[src/rtl/nif_pkg.sv]
package nif_pkg;
  localparam int TYPE_W  = 4;
  localparam int ID_W    = 8;
  localparam int LEN_W   = 8;
  localparam int FUNC_W  = 4;
  localparam int FLIT_W  = TYPE_W + 2 * ID_W + LEN_W + FUNC_W;
  localparam int MIN_LEN = 2;

  // heading layout, most significant field first
  typedef struct packed {
    logic [TYPE_W-1:0] mtype;
    logic [ID_W-1:0]   src;
    logic [ID_W-1:0]   dst;
    logic [LEN_W-1:0]  len;
    logic [FUNC_W-1:0] func;
  } head_t;

  typedef enum logic [1:0] {
    RX_HEAD = 2'd0,
    RX_BODY = 2'd1,
    RX_DROP = 2'd2
  } rx_state_t;
endpackage

[src/rtl/nif_dest_pick.sv]
module nif_dest_pick
  import nif_pkg::*;
#(
  parameter int ADDR_W = 32
) (
  input  logic [ADDR_W-1:0] addr,
  input  logic              numa,
  output logic [ID_W-1:0]   dst
);
  generate
    if (ADDR_W > ID_W) begin : g_wide
      logic unused_mid;
      assign unused_mid = ^addr;
      assign dst = numa ? addr[ADDR_W-1 -: ID_W] : addr[ID_W-1:0];
    end else if (ADDR_W == ID_W) begin : g_same
      logic unused_mode;
      assign unused_mode = numa;
      assign dst = addr;
    end else begin : g_narrow
      logic unused_mode;
      assign unused_mode = numa;
      assign dst = {{(ID_W - ADDR_W){1'b0}}, addr};
    end
  endgenerate
endmodule

[src/rtl/nif_tx.sv]
module nif_tx
  import nif_pkg::*;
(
  input  logic              clk,
  input  logic              rst,
  input  logic [ID_W-1:0]   node_id,
  input  logic              cmd_valid,
  output logic              cmd_ready,
  input  logic [TYPE_W-1:0] cmd_type,
  input  logic [ID_W-1:0]   cmd_dst,
  input  logic [LEN_W-1:0]  cmd_len,
  input  logic [FUNC_W-1:0] cmd_func,
  input  logic              pay_valid,
  output logic              pay_ready,
  input  logic [FLIT_W-1:0] pay_data,
  output logic [FLIT_W-1:0] tx_data,
  output logic              tx_rdy,
  input  logic              tx_ack
);
  logic              busy_q;
  logic              rdy_q;
  logic [LEN_W-1:0]  left_q;
  logic [FLIT_W-1:0] flit_q;
  logic              link_idle;
  head_t             head;

  assign link_idle = (rdy_q == tx_ack);

  always_comb begin
    head.mtype = cmd_type;
    head.src   = node_id;
    head.dst   = cmd_dst;
    head.len   = cmd_len;
    head.func  = cmd_func;
  end

  assign cmd_ready = !busy_q;
  assign pay_ready = busy_q && link_idle && (left_q != '0);
  assign tx_data   = flit_q;
  assign tx_rdy    = rdy_q;

  always_ff @(posedge clk) begin
    if (rst) begin
      busy_q <= 1'b0;
      rdy_q  <= 1'b0;
      left_q <= '0;
      flit_q <= '0;
    end else if (!busy_q) begin
      if (cmd_valid) begin
        flit_q <= head;
        rdy_q  <= ~rdy_q;
        busy_q <= 1'b1;
        left_q <= (cmd_len > LEN_W'(1)) ? cmd_len - LEN_W'(1) : '0;
      end
    end else if (link_idle) begin
      if (left_q == '0) begin
        busy_q <= 1'b0;
      end else if (pay_valid) begin
        flit_q <= pay_data;
        rdy_q  <= ~rdy_q;
        left_q <= left_q - LEN_W'(1);
      end
    end
  end

  // no new flit while the previous one is unacknowledged
  a_r4_hold_rdy: assert property (@(posedge clk) disable iff (rst)
    (tx_rdy != tx_ack) |=> $stable(tx_rdy));
  a_r4_hold_data: assert property (@(posedge clk) disable iff (rst)
    (tx_rdy != tx_ack) |=> $stable(tx_data));
  // an accepted command puts its heading on the link at once
  a_r5_accept_sends: assert property (@(posedge clk) disable iff (rst)
    (cmd_valid && cmd_ready) |=> (tx_rdy != $past(tx_rdy)));
  // the command port only reopens on an idle link
  a_r5_reopen_idle: assert property (@(posedge clk) disable iff (rst)
    $rose(cmd_ready) |-> (tx_rdy == tx_ack));
endmodule

[src/rtl/nif_rx.sv]
module nif_rx
  import nif_pkg::*;
(
  input  logic              clk,
  input  logic              rst,
  input  logic [ID_W-1:0]   node_id,
  input  logic [FLIT_W-1:0] rx_data,
  input  logic              rx_rdy,
  output logic              rx_ack,
  output logic              hdr_valid,
  output logic [TYPE_W-1:0] hdr_type,
  output logic [ID_W-1:0]   hdr_src,
  output logic [LEN_W-1:0]  hdr_len,
  output logic [FUNC_W-1:0] hdr_func,
  output logic              word_valid,
  output logic [FLIT_W-1:0] word_data,
  output logic              word_last,
  output logic              err_valid,
  output logic [1:0]        err_code
);
  rx_state_t         st_q;
  logic              ack_q;
  logic [LEN_W-1:0]  cnt_q;
  logic              pend;
  logic              len_bad;
  logic              dst_bad;
  head_t             head;

  logic              hdr_v_q, word_v_q, last_q, err_v_q;
  logic [1:0]        code_q;
  logic [FLIT_W-1:0] word_q;
  head_t             meta_q;

  assign pend    = (rx_rdy != ack_q);
  assign head    = rx_data;
  assign len_bad = (head.len < LEN_W'(MIN_LEN));
  assign dst_bad = (head.dst != node_id);

  always_ff @(posedge clk) begin
    if (rst) begin
      st_q     <= RX_HEAD;
      ack_q    <= 1'b0;
      cnt_q    <= '0;
      hdr_v_q  <= 1'b0;
      word_v_q <= 1'b0;
      last_q   <= 1'b0;
      err_v_q  <= 1'b0;
      code_q   <= 2'b00;
      word_q   <= '0;
      meta_q   <= '0;
    end else begin
      hdr_v_q  <= 1'b0;
      word_v_q <= 1'b0;
      last_q   <= 1'b0;
      err_v_q  <= 1'b0;
      if (pend) begin
        ack_q <= ~ack_q;
        unique case (st_q)
          RX_HEAD: begin
            if (len_bad || dst_bad) begin
              err_v_q <= 1'b1;
              code_q  <= {dst_bad, len_bad};
              if (!len_bad) begin
                cnt_q <= head.len - LEN_W'(1);
                st_q  <= RX_DROP;
              end
            end else begin
              hdr_v_q <= 1'b1;
              meta_q  <= head;
              cnt_q   <= head.len - LEN_W'(1);
              st_q    <= RX_BODY;
            end
          end
          RX_BODY: begin
            word_v_q <= 1'b1;
            word_q   <= rx_data;
            last_q   <= (cnt_q == LEN_W'(1));
            cnt_q    <= cnt_q - LEN_W'(1);
            if (cnt_q == LEN_W'(1)) st_q <= RX_HEAD;
          end
          RX_DROP: begin
            cnt_q <= cnt_q - LEN_W'(1);
            if (cnt_q == LEN_W'(1)) st_q <= RX_HEAD;
          end
          default: st_q <= RX_HEAD;
        endcase
      end
    end
  end

  assign rx_ack     = ack_q;
  assign hdr_valid  = hdr_v_q;
  assign hdr_type   = meta_q.mtype;
  assign hdr_src    = meta_q.src;
  assign hdr_len    = meta_q.len;
  assign hdr_func   = meta_q.func;
  assign word_valid = word_v_q;
  assign word_data  = word_q;
  assign word_last  = last_q;
  assign err_valid  = err_v_q;
  assign err_code   = code_q;

  // acknowledge moves only for a pending flit, and always for one
  a_r6_ack_idle: assert property (@(posedge clk) disable iff (rst)
    (rx_rdy == rx_ack) |=> $stable(rx_ack));
  a_r6_ack_taken: assert property (@(posedge clk) disable iff (rst)
    (rx_rdy != rx_ack) |=> (rx_ack != $past(rx_ack)));
  // at most one kind of report per cycle; last marks a real word
  a_r8_one_report: assert property (@(posedge clk) disable iff (rst)
    $onehot0({hdr_valid, word_valid, err_valid}));
  a_r8_last_word: assert property (@(posedge clk) disable iff (rst)
    word_last |-> word_valid);
  // a short heading leaves the receiver waiting for a heading
  a_r9_short_resync: assert property (@(posedge clk) disable iff (rst)
    (err_valid && err_code[0]) |-> (st_q == RX_HEAD));
  // nothing is delivered while a rejected packet drains
  a_r10_silent_drop: assert property (@(posedge clk) disable iff (rst)
    (st_q == RX_DROP) |-> !word_valid);
endmodule

[src/rtl/nif_framer.sv]
module nif_framer
  import nif_pkg::*;
#(
  parameter int ADDR_W = 32
) (
  input  logic              clk,
  input  logic              rst,
  input  logic [ID_W-1:0]   node_id,
  input  logic              numa_mode,
  input  logic              cmd_valid,
  output logic              cmd_ready,
  input  logic [TYPE_W-1:0] cmd_type,
  input  logic [ADDR_W-1:0] cmd_addr,
  input  logic [LEN_W-1:0]  cmd_len,
  input  logic [FUNC_W-1:0] cmd_func,
  input  logic              pay_valid,
  output logic              pay_ready,
  input  logic [FLIT_W-1:0] pay_data,
  output logic [FLIT_W-1:0] tx_data,
  output logic              tx_rdy,
  input  logic              tx_ack,
  input  logic [FLIT_W-1:0] rx_data,
  input  logic              rx_rdy,
  output logic              rx_ack,
  output logic              hdr_valid,
  output logic [TYPE_W-1:0] hdr_type,
  output logic [ID_W-1:0]   hdr_src,
  output logic [LEN_W-1:0]  hdr_len,
  output logic [FUNC_W-1:0] hdr_func,
  output logic              word_valid,
  output logic [FLIT_W-1:0] word_data,
  output logic              word_last,
  output logic              err_valid,
  output logic [1:0]        err_code
);
  logic [ID_W-1:0] dst_pick;

  nif_dest_pick #(.ADDR_W(ADDR_W)) u_dest (
    .addr (cmd_addr),
    .numa (numa_mode),
    .dst  (dst_pick)
  );

  nif_tx u_tx (
    .clk       (clk),
    .rst       (rst),
    .node_id   (node_id),
    .cmd_valid (cmd_valid),
    .cmd_ready (cmd_ready),
    .cmd_type  (cmd_type),
    .cmd_dst   (dst_pick),
    .cmd_len   (cmd_len),
    .cmd_func  (cmd_func),
    .pay_valid (pay_valid),
    .pay_ready (pay_ready),
    .pay_data  (pay_data),
    .tx_data   (tx_data),
    .tx_rdy    (tx_rdy),
    .tx_ack    (tx_ack)
  );

  nif_rx u_rx (
    .clk        (clk),
    .rst        (rst),
    .node_id    (node_id),
    .rx_data    (rx_data),
    .rx_rdy     (rx_rdy),
    .rx_ack     (rx_ack),
    .hdr_valid  (hdr_valid),
    .hdr_type   (hdr_type),
    .hdr_src    (hdr_src),
    .hdr_len    (hdr_len),
    .hdr_func   (hdr_func),
    .word_valid (word_valid),
    .word_data  (word_data),
    .word_last  (word_last),
    .err_valid  (err_valid),
    .err_code   (err_code)
  );
endmodule

[config.mk]
export PLATFORM = sky130hd
export DESIGN_NAME = nif_framer
export DESIGN_NICKNAME = d
export VERILOG_FILES = /design/src/rtl/nif_pkg.sv /design/src/rtl/nif_dest_pick.sv /design/src/rtl/nif_tx.sv /design/src/rtl/nif_rx.sv /design/src/rtl/nif_framer.sv
export SDC_FILE = /design/constraint.sdc
export NUM_CORES = 1
export LEC_CHECK = 0
export ABC_AREA = 1
export BUFFER_PORTS_ARGS = -buffer_cell sky130_fd_sc_hd__buf_2
export CORE_MARGIN = 4
export CORE_UTILIZATION = 44
export DETAILED_ROUTE_END_ITERATION = 16
export PLACE_DENSITY = 0.76
export SYNTH_ARGS = -nofsm -noshare
export SYNTH_HDL_FRONTEND = slang
export SYNTH_SLANG_ARGS = --single-unit
[constraint.sdc]
create_clock -name clk -period 1.5 [get_ports clk]
set_input_delay 0 -clock clk [delete_from_list [all_inputs] [get_ports clk]]
set_output_delay 0 -clock clk [all_outputs]
set_load 0.02 [all_outputs]
==> results.toml <==
[floorplan]
core_um2 = 12700
die_area_um2 = 14900
rows = 41
dieHeight_um = 122
ios = 225
die_width_um = 122
start_util = 0.451

[status]
violations = "negative hold slack, negative setup slack"
outcome = "complete, but fails checks"

[worst_setup_path]
cp-end-kind = "flop"
cp_top_family = "simple AND/OR/NAND/NOR gates"
crit_arrival_ns = 1.90
path_class = "flop to flop"
crit_path_max_fanout = 5
cp_cell_sequence = "inv_2 > ha_4 > nand4_1 > nand4_1 > nand2_4 > inv_8 > clkbuf_16 > nor2_4 > nor2_1"
cp_num_buf_inv = 3
crit_top_cell = "nand4_1"
required_ns = 1.80
worst_path_max_delay_cell = "dfxtp_2"
worstRegToRegCells = 9
slowest_delay_ns = 0.34
start_kind = "flop"
path_depth = 9
reg2reg_setup_slack_ns = -0.11

[route]
first_pass_iters = 7
ant_nets = 0
viasPerCell = 5.04
wl_per_cell_um = 15.0
vias = 6762
drc = 0
drt_iter0_drc = 538
drt_wl_total_um = 20100

[worst_hold_path]
hold_path_depth = 5
hold_class = "input port to flop"

[synth]
synth_cells = 863
syn_nets = 1000
synth.top_cells.by_count = "nand2_1 (216), nor2_1 (139), dfxtp_1 (115)"
synthArstFlopShare = 0
yosysTopAreaCell = "dfxtp_1"
ys_ff_latch = 115
yosys.cell_count.top_type = "nand2_1"
synth_top_area_frac = 0.403
synthTopCellsByArea = "dfxtp_1 (40%), nand2_1 (14%), nor2_1 (9.1%)"
yosys_warnings = 0
netlist_area_um2 = 5720
ys.flop_type = "dfxtp_1"
ys_seq_area_frac = 0.403
synth-edff-count = 0
syn_area_per_cell_um2 = 6.63
ys_types = 32

[timing]
fin_skew_ns = 0.00536
fmax_mhz = 623
worst_slack_ns = -0.105
fin_crit_ns = 1.61
rsz0062_at_grt = "true"
fin_crit_sh = 1.07
hold_ws_ns = -0.00760
report.final.hold_viol_count = 1
tightest_slew_ns = 0.458
max_slew_margin = 0.695
setup_viol = 41
slew_viol_final = 0

[final_layout]
synthToLayoutAreaGrowth_pct = 56.7
fill_cells = 917
nets = 1293
final_cells = 1341
final_layout_size_suffix_gt1_frac = 0.299
seq_area_um2 = 2310
diodes = 0
multiInputGateArea_um2 = 3130

[place]
hpwl_um = 11500
gp_congestion = 0.836
numPortBuffers = 208
placedCellCount = 1219
place_ws_ns = 0.0211

[grt]
grt_overflow = 0
grt_usage = 0.244
grt_pass1_vias = 6246
grt_first_pass_wirelength_um = 29400
antenna_found_initial = 0
grt_max_degree = 50

[clock_network]
clock_path_buffers = 2
root_buffer = "clkbuf_16"
tritoncts = "built"
clock_latency_ns = 0.41
clk_pin_slew_ns = 0.06
h-tree-depth = 4
cts_buffers = 17
clock_sinks = 115

[pwr]
totalPowerFinal_mw = 10.5
p_leak_nw = 4.50
max-vdd-ir-drop_uv = 698
p_per_area_nw_per_um2 = 1180

[job]
cap_violations = 0
[cells by family after synthesis]
logic type                 after synthesis  synth area share
AOI/OAI and AO/OA                      149             0.136
xor gates and xnor gates                14            0.0214
adders and majority gates               10            0.0219
buffers and inverters                  133            0.0941
DFF                                    115             0.403
muxes                                    8            0.0140
and+or+nand+nor                        434             0.310
[flip-flops by register name, summed over array words and instances, names as in the netlist, 2 cells and up]
name	cells
u_rx.cnt_q	8
u_rx.st_q	2
u_rx.err_code	2
u_tx.tx_data	32
u_rx.hdr_type	4
u_rx.hdr_len	8
u_tx.left_q	8
u_rx.hdr_src	8
u_rx.word_data	32
u_rx.hdr_func	4
[routing by layer]
layer	part of all wire	routed length, um	GRT usage
met1	0.40	7950	0.299
met2	0.49	9830	0.401
met3	0.083	1670	0.0785
met4	0.031	617	0.0945
met5	0	0	0
[cell type report]
cell class / instances / share of cell area
multi-input cells: 615 / 0.350
inverters: 84 / 0.0363
well taps: 172 / 0.0240
flip-flops and latches: 115 / 0.258
repair buffers: 323 / 0.263
clock inverters: 13 / 0.0196
clock buffers: 19 / 0.0494
[power breakdown]
part           total (mW)  leakage (nW)  internal, mW  switching (mW)
sequential           3.51         0.942          3.34           0.171
combinational        2.83          3.26          1.17            1.67
clock                4.21         0.295          2.68            1.52
[worst reg2reg max path, stage by stage (launching register included)]
cell and delay (ns):
dfxtp_2 0.34, inv_2 0.06, ha_4 0.15, nand4_1 0.13, nand4_1 0.20, nand2_4 0.23, inv_8 0.07, clkbuf_16 0.18
nor2_4 0.10, nor2_1 0.04
[per-stage QoR]
| stage | setup TNS (ns) | instance area, um2 | utilization |
|---|---|---|---|
| floorplan | 0 | 5720 | - |
| finish | -2.54 | 8960 | 0.707 |
| global placement | 0 | 7020 | 0.554 |
| global route | -6.12 | 8960 | 0.707 |
| detailed placement | 0 | 7020 | 0.554 |
| CTS | -0.0176 | 8420 | 0.664 |
[worst paths after layout]
| path | startpoint | to |
|---|---|---|
| min | pay_data[0] | u_tx.tx_data[0]$_SDFFE_PP0P_ |
| max | u_tx.left_q[0]$_SDFFE_PP0P_ | u_tx.left_q[4]$_SDFFE_PP0P_ |
| max reg2reg | u_tx.left_q[0]$_SDFFE_PP0P_ | u_tx.left_q[4]$_SDFFE_PP0P_ |
| min reg2reg | u_rx.err_code[1]$_SDFFE_PP0P_ | u_rx.err_code[1]$_SDFFE_PP0P_ |
[layout by cell type, fill, tap and decap left out, types with 5 or more instances in the layout]
cell type,n
a21oi_1,57
buf_6,11
dlymetal6s4s_1,7
nor2_4,16
inv_2,5
inv_1,77
o21ai_2,5
xor2_1,9
dlygate4sd3_1,69
buf_12,6
nand4_1,7
nand2_1,215
nor2_1,107
o21ai_0,52
dfxtp_1,111
buf_4,22
o21ai_1,21
buf_2,201
ha_1,8
clkbuf_16,23
nor2_2,29
o21a_1,8
mux2i_1,8
clkinv_4,5
nand3_1,51
[what timing repair did]
item | CTS | global route
endpoints found under the hold margin | 91 | 0
setup endpoints to repair | 5 | 80
gates cloned | 0 | 9
setup buffers | 0 | 7
hold buffers | 77 | 0
pin swaps | 2 | 23
resized for setup | 2 | 122
(Power assumes the default switching activity.)
